--- config.mk ---
export PLATFORM = sky130hd
export DESIGN_NAME = dsp_seq
export DESIGN_NICKNAME = d
export VERILOG_FILES = /design/src/rtl/dsp_seq.sv
export SDC_FILE = /design/constraint.sdc
export NUM_CORES = 1
export LEC_CHECK = 0
export ABC_AREA = 1
export CORE_MARGIN = 2
export CORE_UTILIZATION = 32
export CTS_BUF_LIST = sky130_fd_sc_hd__clkbuf_16
export DETAILED_ROUTE_END_ITERATION = 8
export MAX_ROUTING_LAYER = met4
export RECOVER_POWER = 100
export SYNTH_ARGS = -nofsm -noshare
export SYNTH_HDL_FRONTEND = slang
export SYNTH_SLANG_ARGS = --single-unit
--- constraint.sdc ---
create_clock -name clk -period 4.8 [get_ports clk]
set_input_delay 0.48 -clock clk [delete_from_list [all_inputs] [get_ports clk]]
set_output_delay 0.48 -clock clk [all_outputs]
set_load 0.02 [all_outputs]
--- src/rtl/dsp_seq.sv ---
`timescale 1ns/1ps
module dsp_seq #(
  parameter int STK_DEPTH = 8
) (
  input  logic        clk,
  input  logic        rst_n,
  input  logic [23:0] rom_data,
  input  logic [5:0]  flags_a,
  input  logic [5:0]  flags_b,
  input  logic [3:0]  dp_low,
  input  logic        req_flag,
  input  logic [13:0] so_val,
  output logic [13:0] pc,
  output logic        is_op,
  output logic        is_ret,
  output logic        is_jmp,
  output logic        is_ld,
  output logic        stk_pop
);
  localparam int PC_W = 14;
  localparam int SP_W = (STK_DEPTH > 1) ? $clog2(STK_DEPTH) : 1;
  localparam logic [SP_W-1:0] SP_TOP = SP_W'(STK_DEPTH - 1);
  localparam int F_C = 0, F_Z = 1, F_V0 = 2, F_V1 = 3, F_S0 = 4, F_S1 = 5;

  logic [PC_W-1:0] stk [STK_DEPTH];
  logic [SP_W-1:0] sp, sp_dec;
  logic [PC_W-1:0] pc_nxt;
  logic take, push;

  wire [1:0]      cls    = rom_data[23:22];
  wire [8:0]      code   = rom_data[21:13];
  wire [PC_W-1:0] pc_inc = pc + 14'd1;
  wire [PC_W-1:0] tgt    = {pc_inc[PC_W-1], rom_data[1:0], rom_data[12:2]};

  assign is_op   = (cls == 2'd0);
  assign is_ret  = (cls == 2'd1);
  assign is_jmp  = (cls == 2'd2);
  assign is_ld   = (cls == 2'd3);
  assign stk_pop = is_ret;
  assign sp_dec  = (sp == '0) ? SP_TOP : sp - 1'b1;

  always_comb begin
    take   = 1'b0;
    push   = 1'b0;
    pc_nxt = pc_inc;
    if (is_ret) begin
      pc_nxt = stk[sp_dec];
    end else if (is_jmp) begin
      case (code)
        9'h000: pc_nxt = so_val;
        9'h100: pc_nxt = {1'b0, tgt[PC_W-2:0]};
        9'h101: pc_nxt = {1'b1, tgt[PC_W-2:0]};
        9'h140: begin push = 1'b1; pc_nxt = {1'b0, tgt[PC_W-2:0]}; end
        9'h141: begin push = 1'b1; pc_nxt = {1'b1, tgt[PC_W-2:0]}; end
        9'h080: take = !flags_a[F_C];
        9'h082: take =  flags_a[F_C];
        9'h084: take = !flags_b[F_C];
        9'h086: take =  flags_b[F_C];
        9'h088: take = !flags_a[F_Z];
        9'h08A: take =  flags_a[F_Z];
        9'h08C: take = !flags_b[F_Z];
        9'h08E: take =  flags_b[F_Z];
        9'h090: take = !flags_a[F_V0];
        9'h092: take =  flags_a[F_V0];
        9'h094: take = !flags_b[F_V0];
        9'h096: take =  flags_b[F_V0];
        9'h098: take = !flags_a[F_V1];
        9'h09A: take =  flags_a[F_V1];
        9'h09C: take = !flags_b[F_V1];
        9'h09E: take =  flags_b[F_V1];
        9'h0A0: take = !flags_a[F_S0];
        9'h0A2: take =  flags_a[F_S0];
        9'h0A4: take = !flags_b[F_S0];
        9'h0A6: take =  flags_b[F_S0];
        9'h0A8: take = !flags_a[F_S1];
        9'h0AA: take =  flags_a[F_S1];
        9'h0AC: take = !flags_b[F_S1];
        9'h0AE: take =  flags_b[F_S1];
        9'h0B0: take = (dp_low == 4'h0);
        9'h0B1: take = (dp_low != 4'h0);
        9'h0B2: take = (dp_low == 4'hF);
        9'h0B3: take = (dp_low != 4'hF);
        9'h0BC: take = !req_flag;
        9'h0BE: take =  req_flag;
        default: take = 1'b0;
      endcase
      if (take) pc_nxt = tgt;
    end
  end

  always_ff @(posedge clk) begin
    if (!rst_n) begin
      pc <= '0;
      sp <= '0;
    end else begin
      pc <= pc_nxt;
      if (push)        sp <= (sp == SP_TOP) ? '0 : sp + 1'b1;
      else if (is_ret) sp <= sp_dec;
    end
  end

  always_ff @(posedge clk) begin
    if (rst_n && push) stk[sp] <= pc_inc;
  end

  logic            call_q;
  logic [PC_W-1:0] link_q;
  always_ff @(posedge clk) begin
    if (!rst_n) begin
      call_q <= 1'b0;
      link_q <= '0;
    end else begin
      call_q <= push;
      if (push) link_q <= pc_inc;
    end
  end


  seq_step_chk: assert property (@(posedge clk) disable iff (!rst_n)
    (is_op || is_ld) |=> pc == 14'($past(pc) + 14'd1));


  hi_jump_chk: assert property (@(posedge clk) disable iff (!rst_n)
    (is_jmp && rom_data[21:13] == 9'h101) |=> pc[13]);


  lo_jump_chk: assert property (@(posedge clk) disable iff (!rst_n)
    (is_jmp && rom_data[21:13] == 9'h100) |=> !pc[13]);


  call_target_chk: assert property (@(posedge clk) disable iff (!rst_n)
    (is_jmp && rom_data[21:14] == 8'hA0) |=>
      pc[12:0] == {$past(rom_data[1:0]), $past(rom_data[12:2])});


  no_jump_chk: assert property (@(posedge clk) disable iff (!rst_n)
    (is_jmp && rom_data[21:20] == 2'b11) |=> pc == 14'($past(pc) + 14'd1));


  ret_link_chk: assert property (@(posedge clk) disable iff (!rst_n)
    (is_ret && call_q) |=> pc == $past(link_q));
endmodule

==> out/metrics.cfg <==
[status]
status=finished clean

[clock_network]
cts_root_buf=clkbuf_16
cts_sinks=129
cts_hold_buffers=0
cts_tree=yes
cts_setup_buffers=0
cts.repair.resized=0
htree_levels=4
clk_latency_ns=0.41
cts_made_buffers=17
clk_pin_slew_ns=0.06
cts_buffer_depth=2

[synth]
synth_edf_count=112
yosysMostFrequentCell=nand2_1
synthesis.area_um2=6540
synth.top_cell.area_share=0.514
synth_flop_cell=edfxtp_1
synthArstFlopShare=0
synth_common_cells=121 x nand2_1, 112 x edfxtp_1, 96 x nor2_1
ys_seq_elements=129
synth_warnings=0
avgSynthCellArea_um2=9.36
synthTopCellsByArea=edfxtp_1 51%, nand2_1 6.9%, nor2_1 5.5%
synth_area_leader_cell=edfxtp_1
synth_nets=761
syn_inst=699
synth_cell_types=41
yosysSeqAreaShare=0.566

[layout]
finalNetCount=839
design_area_um2=8110
drive_above_1_share=0.0975
antenna_cells=0
final_util=0.402
area_growth_pct=24.0

[placed_design]
place.gp.congestion=0.913
post_dp_cell_area_um2=7630
post-place-ws_ns=1.08
dp_hpwl_um=12900
port_buffers=75

[pwr]
ir_drop_v=0.000203
leakagePower_uw=0.00297
power_density_nw_per_um2=347

[timing]
tns_ns=0
finalMaxSlewViolations=0
max_freq_ghz=0.264
min_period_over_period=0.790
clock_skew_ns=0.00821
slew_headroom=0.169
final-setup-viol-count=0
hold_ws_ns=0.572
worst_pin_slew_ns=1.25
fin_crit_ns=3.79
grt_setup_unrepaired=false
fin_ws_ns=1.01
hold_viol=0

[worst_hold_path]
holdCritPathClass=register to register

[die]
floorplan.initialDensity=0.324
die_w_um=147
core_um2=20200
fp.dieH_um=147
die_area_um2=21600
rows=52
ioPinCount=76

[routing]
via_per_inst=5.01
vias=5315
route.detailed.drc=0
drt_iter0_drc=415
firstDrtPassIters=7
finalWirelength_um=18400
detail-route-antenna-nets=0
wl_per_cell_um=17.4

[grt]
met1_usage=0.235
grt_usage=0.182
gr-usage-met3=0.0357
grt_pass1_wl_um=29100
grt-ovfl-total=0
grt_max_degree=57
first_global_vias=5173
antenna_found_initial=0
grt_busiest_layer=met2
use_met2=0.292

[setup_path]
crit_type=register to register
critPathLaunchType=register
endpoint_kind=register
arrival_ns=4.15
crit_fanout=30
crit_required_ns=5.16

[flow_run]
cap_viol_max_count=0

-- registers in the layout, summed over array words and instances, names as in the netlist --
| signal | cells |
|---|---|
| pc | 14 |
| sp | 3 |
| stk | 112 |
-- layer usage --
metal / vias to the layer above / share of wire
met4: 0 / 0.018
met5: - / 0
li1: 2594 / -
met2: 197 / 0.47
met3: 22 / 0.060
met1: 2502 / 0.45
-- worst max-delay path: stages, from the launching register on --
cell,delay [ns]
dfxtp_1,0.47
inv_1,0.16
ha_1,0.32
nand2_1,0.08
clkbuf_1,0.91
inv_1,0.82
nor2_1,0.24
o21ai_0,0.13
a311oi_1,0.44
nand2_1,0.09
inv_1,0.05
-- power breakdown --
part	switching [µW]	internal [µW]	total [µW]
Clock	464	704	1170
Sequential	20.9	1250	1270
Combinational	234	137	371
-- kinds of logic after synthesis --
group           Yosys count  synth area share
xor+xnor                 11            0.0147
flops                   129             0.566
compound gates          146             0.132
fa+ha+maj                 5           0.00956
simple gates            318             0.222
buf+inv                  90            0.0558
-- cells in the final DEF (no fill, tap or decap), drive strengths merged, types with 14 or more instances in the layout --
cell and count:
a22oi 14, o21ai 69, inv 60, edfxtp 112, nand2 128, clkdlybuf4s50 55, dfxtp 17, o22ai 24
dlygate4sd3 20, clkbuf 25, nor3 15, a21oi 25, nand3 49, nor2 111
-- final timing paths --
path,start,to,slack (ns),cells after the start
min reg2reg,sp[2],sp[2],0.57,2
max,sp[1],pc[2],1.01,10
min,sp[2],sp[2],0.57,2
max reg2reg,sp[1],pc[2],1.01,10
-- metrics by stage --
step           power [µW]  std cells
2_1_floorplan        1500        699
6_report             2810       1060
5_1_grt              2920       1060
3_3_place_gp         1670       1028
3_5_place_dp         1670       1028
4_1_cts              2840       1060
-- layout make-up --
class                           count  area [µm²]
Clock buffer                       17         425
Clock inverter                     15         124
Fill cell                        2011       12100
Inverter                           61         229
Multi-Input combinational cell    480        2470
Sequential cell                   129        3700
Tap cell                          270         338
Timing Repair Buffer               88         818
(Power assumes the default switching activity.)
